### src/rtl/rptq_pkg.sv
package rptq_pkg;

  typedef enum logic [1:0] {
    ACT_KEEP,
    ACT_LOAD,
    ACT_REPLAY,
    ACT_DROP
  } slot_act_e;

  // Decide what the current slot does this cycle.
  function automatic slot_act_e pick_act(input logic cur_vld,
                                         input logic done_ok,
                                         input logic cur_rep,
                                         input logic head_rdy,
                                         input logic head_le);
    slot_act_e act;
    if (!cur_vld) begin
      act = head_rdy ? ACT_LOAD : ACT_KEEP;
    end else if (done_ok) begin
      if (head_rdy && (!cur_rep || head_le)) act = ACT_LOAD;
      else if (cur_rep)                      act = ACT_REPLAY;
      else                                   act = ACT_DROP;
    end else begin
      act = ACT_KEEP;
    end
    return act;
  endfunction

endpackage

### src/rtl/rptq_queue.sv
module rptq_queue #(
  parameter int DEPTH = 4,
  parameter int EW    = 10
) (
  input  logic          clk,
  input  logic          rst_n,
  input  logic          flush,
  input  logic          push,
  input  logic [EW-1:0] push_data,
  input  logic          pop,
  input  logic          issue,
  output logic [EW-1:0] head_data,
  output logic          head_rdy,
  output logic          full
);
  localparam int AW = (DEPTH > 1) ? $clog2(DEPTH) : 1;
  localparam int CW = AW + 1;

  logic [EW-1:0] mem [DEPTH];
  logic [AW-1:0] wr_q, wr_n, rd_q, rd_n;
  logic [CW-1:0] cnt_q, cnt_n, rdy_q, rdy_n;

  function automatic logic [AW-1:0] bump(input logic [AW-1:0] p);
    return (p == AW'(DEPTH - 1)) ? '0 : p + 1'b1;
  endfunction

  always_comb begin
    if (flush) begin
      wr_n  = '0;
      rd_n  = '0;
      cnt_n = '0;
      rdy_n = '0;
    end else begin
      wr_n  = push ? bump(wr_q) : wr_q;
      rd_n  = pop  ? bump(rd_q) : rd_q;
      cnt_n = cnt_q + CW'(push) - CW'(pop);
      // issue marks everything already stored; same-cycle pushes stay pending
      rdy_n = issue ? (cnt_q - CW'(pop)) : (rdy_q - CW'(pop));
    end
  end

  always_ff @(posedge clk or negedge rst_n) begin
    if (!rst_n) begin
      wr_q  <= '0;
      rd_q  <= '0;
      cnt_q <= '0;
      rdy_q <= '0;
    end else begin
      wr_q  <= wr_n;
      rd_q  <= rd_n;
      cnt_q <= cnt_n;
      rdy_q <= rdy_n;
    end
  end

  always_ff @(posedge clk) begin
    if (push) mem[wr_q] <= push_data;
  end

  assign head_data = mem[rd_q];
  assign head_rdy  = (rdy_q != '0);
  assign full      = (cnt_q == CW'(DEPTH));

endmodule

### src/rtl/rptq_slot.sv
module rptq_slot
  import rptq_pkg::*;
#(
  parameter int ID_W  = 4,
  parameter int CFG_W = 4
) (
  input  logic             clk,
  input  logic             rst_n,
  input  logic             head_rdy,
  input  logic [ID_W-1:0]  head_id,
  input  logic             head_rep,
  input  logic             head_le,
  input  logic [CFG_W-1:0] head_cfg,
  output logic             pop,
  input  logic             pause,
  input  logic             resume,
  input  logic             term,
  input  logic             eng_done,
  input  logic             eng_err,
  output logic             eng_start,
  output logic [ID_W-1:0]  eng_id,
  output logic [CFG_W-1:0] eng_cfg,
  output logic             eng_hold,
  output logic             eng_abort,
  output logic             cpl_valid,
  output logic [ID_W-1:0]  cpl_id,
  output logic             cpl_err
);
  logic             vld_q, vld_n;
  logic             run_q, run_n;
  logic             hold_q, hold_n;
  logic             start_q, start_n;
  logic             abort_q, abort_n;
  logic             cplv_q, cplv_n;
  logic [ID_W-1:0]  cur_id_q, cplid_q;
  logic [CFG_W-1:0] cur_cfg_q;
  logic             cur_rep_q, cplerr_q;
  logic             done_ok, ld_en, cpl_en;
  slot_act_e        act;

  assign done_ok = eng_done & vld_q & run_q;
  assign act     = pick_act(vld_q, done_ok, cur_rep_q, head_rdy, head_le);
  assign ld_en   = !term && (act == ACT_LOAD);
  assign cpl_en  = done_ok && !term;
  assign pop     = ld_en;

  always_comb begin
    hold_n  = pause ? 1'b1 : (resume ? 1'b0 : hold_q);
    start_n = 1'b0;
    abort_n = term & vld_q & run_q;
    cplv_n  = cpl_en;
    vld_n   = vld_q;
    run_n   = run_q;
    if (term) begin
      vld_n = 1'b0;
      run_n = 1'b0;
    end else begin
      unique case (act)
        ACT_LOAD: begin
          vld_n = 1'b1;
          run_n = 1'b0;
        end
        ACT_REPLAY: run_n = 1'b0;
        ACT_DROP: begin
          vld_n = 1'b0;
          run_n = 1'b0;
        end
        default: begin
          if (vld_q && !run_q && !hold_q) begin
            run_n   = 1'b1;
            start_n = 1'b1;
          end
        end
      endcase
    end
  end

  always_ff @(posedge clk or negedge rst_n) begin
    if (!rst_n) begin
      vld_q   <= 1'b0;
      run_q   <= 1'b0;
      hold_q  <= 1'b0;
      start_q <= 1'b0;
      abort_q <= 1'b0;
      cplv_q  <= 1'b0;
    end else begin
      vld_q   <= vld_n;
      run_q   <= run_n;
      hold_q  <= hold_n;
      start_q <= start_n;
      abort_q <= abort_n;
      cplv_q  <= cplv_n;
    end
  end

  always_ff @(posedge clk or negedge rst_n) begin
    if (!rst_n) begin
      cur_id_q  <= '0;
      cur_cfg_q <= '0;
      cur_rep_q <= 1'b0;
    end else if (ld_en) begin
      cur_id_q  <= head_id;
      cur_cfg_q <= head_cfg;
      cur_rep_q <= head_rep;
    end
  end

  always_ff @(posedge clk or negedge rst_n) begin
    if (!rst_n) begin
      cplid_q  <= '0;
      cplerr_q <= 1'b0;
    end else if (cpl_en) begin
      cplid_q  <= cur_id_q;
      cplerr_q <= eng_err;
    end
  end

  assign eng_start = start_q;
  assign eng_id    = cur_id_q;
  assign eng_cfg   = cur_cfg_q;
  assign eng_hold  = hold_q;
  assign eng_abort = abort_q;
  assign cpl_valid = cplv_q;
  assign cpl_id    = cplid_q;
  assign cpl_err   = cplerr_q;

endmodule

### src/rtl/rptq_ctrl.sv
module rptq_ctrl #(
  parameter int DEPTH = 4,
  parameter int ID_W  = 4,
  parameter int CFG_W = 4
) (
  input  logic             clk,
  input  logic             rst_n,
  input  logic             cfg_wr,
  input  logic [CFG_W-1:0] cfg_data,
  input  logic             sub_valid,
  input  logic [ID_W-1:0]  sub_id,
  input  logic             sub_repeat,
  input  logic             sub_load_eot,
  output logic             sub_busy,
  input  logic             issue,
  input  logic             pause,
  input  logic             resume,
  input  logic             term,
  output logic             eng_start,
  output logic [ID_W-1:0]  eng_id,
  output logic [CFG_W-1:0] eng_cfg,
  output logic             eng_hold,
  output logic             eng_abort,
  input  logic             eng_done,
  input  logic             eng_err,
  output logic             cpl_valid,
  output logic [ID_W-1:0]  cpl_id,
  output logic             cpl_err
);
  localparam int EW = ID_W + 2 + CFG_W;

  logic [CFG_W-1:0] cfg_q;
  logic             q_full, q_push, q_pop, q_rdy;
  logic [EW-1:0]    q_in, q_head;

  always_ff @(posedge clk or negedge rst_n) begin
    if (!rst_n)      cfg_q <= '0;
    else if (cfg_wr) cfg_q <= cfg_data;
  end

  assign sub_busy = sub_valid & (q_full | term);
  assign q_push   = sub_valid & !q_full & !term;
  assign q_in     = {sub_id, sub_repeat, sub_load_eot, cfg_q};

  rptq_queue #(.DEPTH(DEPTH), .EW(EW)) u_queue (
    .clk       (clk),
    .rst_n     (rst_n),
    .flush     (term),
    .push      (q_push),
    .push_data (q_in),
    .pop       (q_pop),
    .issue     (issue),
    .head_data (q_head),
    .head_rdy  (q_rdy),
    .full      (q_full)
  );

  rptq_slot #(.ID_W(ID_W), .CFG_W(CFG_W)) u_slot (
    .clk       (clk),
    .rst_n     (rst_n),
    .head_rdy  (q_rdy),
    .head_id   (q_head[EW-1 -: ID_W]),
    .head_rep  (q_head[CFG_W+1]),
    .head_le   (q_head[CFG_W]),
    .head_cfg  (q_head[CFG_W-1:0]),
    .pop       (q_pop),
    .pause     (pause),
    .resume    (resume),
    .term      (term),
    .eng_done  (eng_done),
    .eng_err   (eng_err),
    .eng_start (eng_start),
    .eng_id    (eng_id),
    .eng_cfg   (eng_cfg),
    .eng_hold  (eng_hold),
    .eng_abort (eng_abort),
    .cpl_valid (cpl_valid),
    .cpl_id    (cpl_id),
    .cpl_err   (cpl_err)
  );

endmodule

### config.mk
export PLATFORM = sky130hd
export DESIGN_NAME = rptq_ctrl
export DESIGN_NICKNAME = d
export VERILOG_FILES = /design/src/rtl/rptq_pkg.sv /design/src/rtl/rptq_queue.sv /design/src/rtl/rptq_slot.sv /design/src/rtl/rptq_ctrl.sv
export SDC_FILE = /design/constraint.sdc
export NUM_CORES = 1
export LEC_CHECK = 0
export BUFFER_PORTS_ARGS = -buffer_cell sky130_fd_sc_hd__buf_2
export CORE_MARGIN = 1
export CORE_UTILIZATION = 40
export CTS_CLUSTER_SIZE = 24
export DETAILED_ROUTE_END_ITERATION = 12
export HOLD_SLACK_MARGIN = 0.1
export MAX_ROUTING_LAYER = met4
export PLACE_DENSITY = 0.62
export SETUP_SLACK_MARGIN = 0.4
export SYNTH_ARGS = -nofsm -noshare
export SYNTH_HDL_FRONTEND = slang
export SYNTH_SLANG_ARGS = --single-unit
export TNS_END_PERCENT = 10
### constraint.sdc
create_clock -name clk -period 4.4 [get_ports clk]
set_input_delay 0.66 -clock clk [delete_from_list [all_inputs] [get_ports clk]]
set_output_delay 0.66 -clock clk [all_outputs]
set_load 0.005 [all_outputs]
-- After elaboration in Yosys (flattened, before gate mapping)
Memories as Yosys holds them, arrays and structs flattened.
Index checks and enable logic that the tools add are counted.
- register bits: 34
- bits in writable memories: 40
- output and inout port bits: 18
- logic and storage cells: 81
- memories kept: 1
- add/sub/neg operators: 6
- equality and inequality tests: 6
- mux-type cells: 26
- bitwise logic cells: 8
- reduce and logical (&&, ||, !) cells: 18
- memory list (name ; words ; bits a word ; rd ports ; clocked after memory_dff ; wr ports ; line ; RTL):
    u_queue.mem ; 4 ; 10 ; 1 ; 0 ; 1 ; rptq_queue.sv:19 ; logic [EW-1:0] mem [DEPTH];
- operators with widths (operator ; count):
    two-way mux 2 bit ; 9
    two-way mux 1 bit ; 13
    two-way mux 3 bit ; 3
    nonzero test 3 bit ; 3
    subtractor 3 x 1 -> 3 bit ; 3
    equality test 2 bit, second input constant ; 4
    AND 1 bit ; 7
    nonzero test 2 bit ; 3
    logical AND 1 bit ; 5
    logical NOT 1 bit ; 5
    adder 2 x 1 -> 2 bit, second input constant ; 2
    adder 3 x 1 -> 3 bit ; 1
    equality test 3 bit, second input constant ; 1
    OR reduction 3 bit ; 1
    equality test 2 x 1 -> 1 bit, second input constant ; 1
    case mux 1 bit (2 select lines) ; 1
    logical OR 1 bit ; 1
    OR 1 bit ; 1

-- Depth between registers and ports, before layout
- depth after elaboration: 11
- depth in mapped cells: 11
- depth with buffers taken out: 9

-- By module
From an unflattened synthesis, not the netlist that was laid out.
- cells, all modules: 167
- area, all modules: 3025.4 sq um
- by module, submodules not included (module ; instances ; cells each ; area each (sq um)):
    rptq_queue ; 1 ; 104 ; 2042.0
    rptq_slot ; 1 ; 53 ; 823.3
    rptq_ctrl ; 1 ; 10 ; 160.2

-- Worst setup path before layout
OpenSTA, ideal clock, no wires.
- path type: input to register
- from: in eng_done
- to: reg u_queue.cnt_q[2]
- data arrival time: 2449 ps
- required time: 4269 ps
- path slack: 1820 ps
- stages on the path: 11
- buffers on the path: 2
- cells stage by stage: a21boi_0 -> a221o_1 -> or3_1 -> buf_2 -> buf_6 -> xnor2_1 -> ha_1 -> inv_1 -> fa_1 -> xnor2_1 -> nor2_1
- word-level cells in the longest chain between the ends: 8
- RTL lines (element ; line ; RTL):
    from (decl) ; rptq_ctrl.sv:24 ; input logic eng_done,
    AND 1 bit (2 in a row) ; rptq_slot.sv:41 ; assign done_ok = eng_done & vld_q & run_q;
    two-way mux 2 bit ; rptq_pkg.sv:19 ; end else if (done_ok) begin
    two-way mux 2 bit ; rptq_pkg.sv:17 ; if (!cur_vld) begin
    equality test 2 x 1 -> 1 bit ; rptq_slot.sv:43 ; assign ld_en = !term && (act == ACT_LOAD);
    logical AND 1 bit ; rptq_slot.sv:43 ;
    subtractor 3 x 1 -> 3 bit ; rptq_queue.sv:36 ; cnt_n = cnt_q + CW'(push) - CW'(pop);
    two-way mux 3 bit ; rptq_queue.sv:28 ; if (flush) begin
    named net u_queue.cnt_n[2] ; rptq_queue.sv:21 ; logic [CW-1:0] cnt_q, cnt_n, rdy_q, rdy_n;
    to (signal assigned) ; rptq_queue.sv:51 ; cnt_q <= cnt_n;
    to (decl) ; rptq_queue.sv:21 ;
The timed path passes the listed nets, and every way through them passes these cells.
A chain may end at the register's enable or synchronous reset.

-- Worst setup path in the final report
- from: reg u_queue.rd_q[0]
- to: reg u_queue.cnt_q[2]
- word-level cells in the longest chain between the ends: 10
- RTL lines (element ; line ; RTL):
    from (decl) ; rptq_queue.sv:20 ; logic [AW-1:0] wr_q, wr_n, rd_q, rd_n;
    from (signal assigned) ; rptq_queue.sv:50 ; rd_q <= rd_n;
    memory (4 x 10 bit) ; n/a ;
    logical OR 1 bit ; rptq_pkg.sv:20 ; if (head_rdy && (!cur_rep || head_le)) act = ACT_LOAD;
    logical AND 1 bit ; rptq_pkg.sv:20 ;
    two-way mux 2 bit ; rptq_pkg.sv:20 ;
    two-way mux 2 bit ; rptq_pkg.sv:19 ;
    two-way mux 2 bit ; rptq_pkg.sv:17 ;
    equality test 2 x 1 -> 1 bit ; rptq_slot.sv:43 ;
    logical AND 1 bit ; rptq_slot.sv:43 ;
    subtractor 3 x 1 -> 3 bit ; rptq_queue.sv:36 ;
    two-way mux 3 bit ; rptq_queue.sv:28 ;
    named net u_queue.cnt_n[2] ; rptq_queue.sv:21 ;
The timed path passes the listed nets, and every way through them passes these cells.

==> impl_metrics.csv <==
group,metric,value,unit
sta,max_freq,319,MHz
detailed_routing,drt_pass1_iterations,4,
finish,design_area,3500,um^2
yosys,syn_inst,186,
critical_path,rr_startpoint,"u_queue.rd_q[0]$_DFFE_PN0P_",
critical_path,crit_start,"u_queue.rd_q[0]$_DFFE_PN0P_",
sta,worstMarginPinSlew,0.812,ns
die,die-area,7890,um^2
global_routing,antenna_found_initial,0,
sta,final.period_utilization,71.2,%
place,place_congestion,0.680,
critical_path,r2r_slack,1.27,ns
die,rows,31,
clock_tree,cts_made_buffers,9,
sta,rsz0062_at_grt,"no",
detailed_routing,initialDrtViolationCount,122,
clock_tree,clockBufferDepth,2,
detailed_routing,antenna_left,0,
clock_tree,ctsHtreeMaxLevel,3,
critical_path,rr_worst_depth,9,
critical_path,critPathLaunchType,"register",
yosys,synth.yosys.seq_area_share,68.0,%
critical_path,cp-endpoint,"u_queue.cnt_q[2]$_DFF_PN0_",
finish,final_nets,256,
yosys,synth_cell_types,34,
yosys,synth_common_cells,"edfxtp_1 (40), dfrtp_1 (34), nand2_1 (18)",
detailed_routing,wl,4620,um
yosys,avgSynthCellArea,16.2,um^2
clock_tree,ctsHoldBuffers,0,
die,initial_utilization,41.6,%
yosys,synth_async_sr_flop_share,45.9,%
power_and_ir_drop,power.internal,1.39,mW
yosys,synth-seq-cells,74,
yosys,ys_top_cells_by_area,"edfxtp_1 (40%), dfrtp_1 (28%), mux4_2 (6.7%), mux2_4 (3.0%), ha_1 (2.9%)",
place,dp_hpwl,3090,um
global_routing,overflow,0,
power_and_ir_drop,power_switching,518,uW
clock_tree,root_buffer,"clkbuf_8",
clock_tree,clkTransAtPathRegs,0.08,ns
die,die_w,88.8,um
finish,fin_cells,332,
global_routing,grt_pass1_vias,1449,
die,ios,38,
critical_path,r2r_end,"u_queue.cnt_q[2]$_DFF_PN0_",
sta,hold_viol_final,0,
detailed_routing,vias,1601,
critical_path,worstPathRequired,4.62,ns
die,die_h,88.8,um
yosys,synth_nets,214,
die,core_area,7250,um^2
global_routing,grt_pass1_wl,7440,um
place,io_buffers,37,
outcome,outcome,"finished clean",
sta,min_period,3.13,ns
power_and_ir_drop,power_density,546,nW/um^2
flow_run,maxCapViolations,0,
yosys,synth_edf_count,40,
yosys,synth_top_cell_by_area,"edfxtp_1",
detailed_routing,drc,0,
finish,syn2layout_area_growth,16.1,%
sta,skew,0.0126,ns
power_and_ir_drop,sw_frac_of_total,27.1,%
sta,fin_tns_setup,0,ns
detailed_routing,post_drt_wl_per_cell,13.9,um
sta,relSlewSlack,45.9,%
detailed_routing,via_per_inst,4.82,
critical_path,cp.arrival,3.35,ns
yosys,ys.flop_type,"edfxtp_1",
clock_tree,cts_tree,"built",
sta,hold_ws,0.399,ns
yosys,syn_area,3020,um^2
place,placed_cell_area,3290,um^2
critical_path,critical_path.max_fanout,14,
clock_tree,cts.repair.resized,0,
critical_path,cp-end-kind,"register",
power_and_ir_drop,ir_worst_vdd,0.283,mV
clock_tree,cts.sinks,74,
critical_path,path_class,"reg2reg",
power_and_ir_drop,combPwrFrac,22.2,%
global_routing,grt_use_total,13.8,%
global_routing,grt_max_degree,35,
power_and_ir_drop,seq_power_share,50.3,%
finish,antenna_cells,0,
finish,drive_above_1_share,31.3,%
yosys,synth_warnings,0,
power_and_ir_drop,p_clk_share,27.5,%
clock_tree,postCtsSetupBuffers,0,
power_and_ir_drop,leakage,1.49,nW
sta,drv_slew,0,
yosys,yosysMostFrequentCell,"edfxtp_1",
yosys,synth_top_area_share,39.8,%
clock_tree,insertion_delay,0.34,ns
hold_path,hp-class,"in2async",
sta,setup_viol,0,
place,placed_cells,316,
[worst min-delay path by stage]
| stage | startpoint | endpoint | slack (ns) | depth (start not counted) |
|---|---|---|---|---|
| 3_3_place_gp | u_slot.cpl_err$_DFFE_PN0P_ | u_slot.cpl_err$_DFFE_PN0P_ | 0.45 | 2 |
| 2_1_floorplan | rst_n | cfg_q[0]$_DFFE_PN0P_ | 0.36 | 0 |
| 4_1_cts | rst_n | u_queue.rdy_q[2]$_DFF_PN0_ | 0.42 | 1 |
| 5_1_grt | rst_n | u_slot.eng_hold$_DFFE_PN0P_ | 0.45 | 1 |
| 3_5_place_dp | u_slot.cpl_err$_DFFE_PN0P_ | u_slot.cpl_err$_DFFE_PN0P_ | 0.46 | 2 |
| 6_report | rst_n | u_slot.eng_hold$_DFFE_PN0P_ | 0.40 | 1 |
[critical path: stages, from the launching register on]
cell and delay, ns:
dfrtp_1 0.84, mux2i_1 0.18, a221o_1 0.35, or3_1 0.61
xnor2_1 0.26, ha_1 0.16, inv_1 0.04, fa_1 0.37
xnor2_1 0.16, nor2_1 0.05
[routing by layer]
metal  track usage (%)  wire, um  vias up
met2              20.3      2180       42
met4              6.16        76        0
met1              17.5      2140      781
met3              4.48       225       10
met5                 -         0        -
li1                  -         -      768
[metrics by stage]
stage / setup slack (ns) / power (mW) / utilization, %
3_3_place_gp: 1.28 / 1.40 / 45.4
5_1_grt: 1.06 / 2.03 / 48.3
4_1_cts: 1.20 / 1.94 / 48.3
6_report: 1.27 / 1.91 / 48.3
2_1_floorplan: 1.82 / 1.27 / -
3_5_place_dp: 1.21 / 1.41 / 45.4
[area by class of cell]
| class | count | area [um^2] |
|---|---|---|
| multi-input cells | 101 | 912 |
| fillers | 662 | 3750 |
| clock inverters | 2 | 15.0 |
| flip-flops and latches | 74 | 2050 |
| repair buffers | 37 | 185 |
| inverters | 5 | 18.8 |
| clock buffers | 14 | 195 |
| well taps | 99 | 124 |
[power by group through the flow]
stage          registers, mW  logic, mW  clock network, mW
4_1_cts                0.965      0.433              0.542
3_5_place_dp           0.979      0.433                  0
3_3_place_gp           0.975      0.423                  0
5_1_grt                0.983      0.472              0.571
2_1_floorplan          0.940      0.333                  0
6_report               0.962      0.424              0.525
[sequential cells by signal, summed over array words and instances (netlist names), 2 cells and up]
name	flops
u_slot.eng_id	4
u_queue.rdy_q	3
u_queue.rd_q	2
u_queue.wr_q	2
u_slot.eng_cfg	4
u_queue.mem	40
cfg_q	4
u_slot.cpl_id	4
u_queue.cnt_q	3
[cell usage in the layout, fill, tap and decap left out, types with 3 or more instances in the layout]
cell / count
and3_1: 6
inv_1: 5
nand2b_1: 3
mux2i_1: 7
ha_1: 7
buf_2: 37
mux2_1: 3
nand2_1: 18
nor2b_1: 3
a21oi_1: 4
nor2_1: 9
mux4_2: 9
mux2_4: 6
edfxtp_1: 40
clkbuf_8: 10
mux2_2: 6
dfrtp_1: 34
[kinds of logic after synthesis]
family | after synthesis | synth area share (%)
DFF | 74 | 68.0
AOI/OAI and AO/OA | 10 | 2.20
and+or+nand+nor | 48 | 7.93
xor gates and xnor gates | 4 | 1.16
adders and majority gates | 8 | 3.57
buffers and inverters | 11 | 1.70
muxes | 31 | 15.4
No activity file was read; power rests on OpenSTA's default activity.
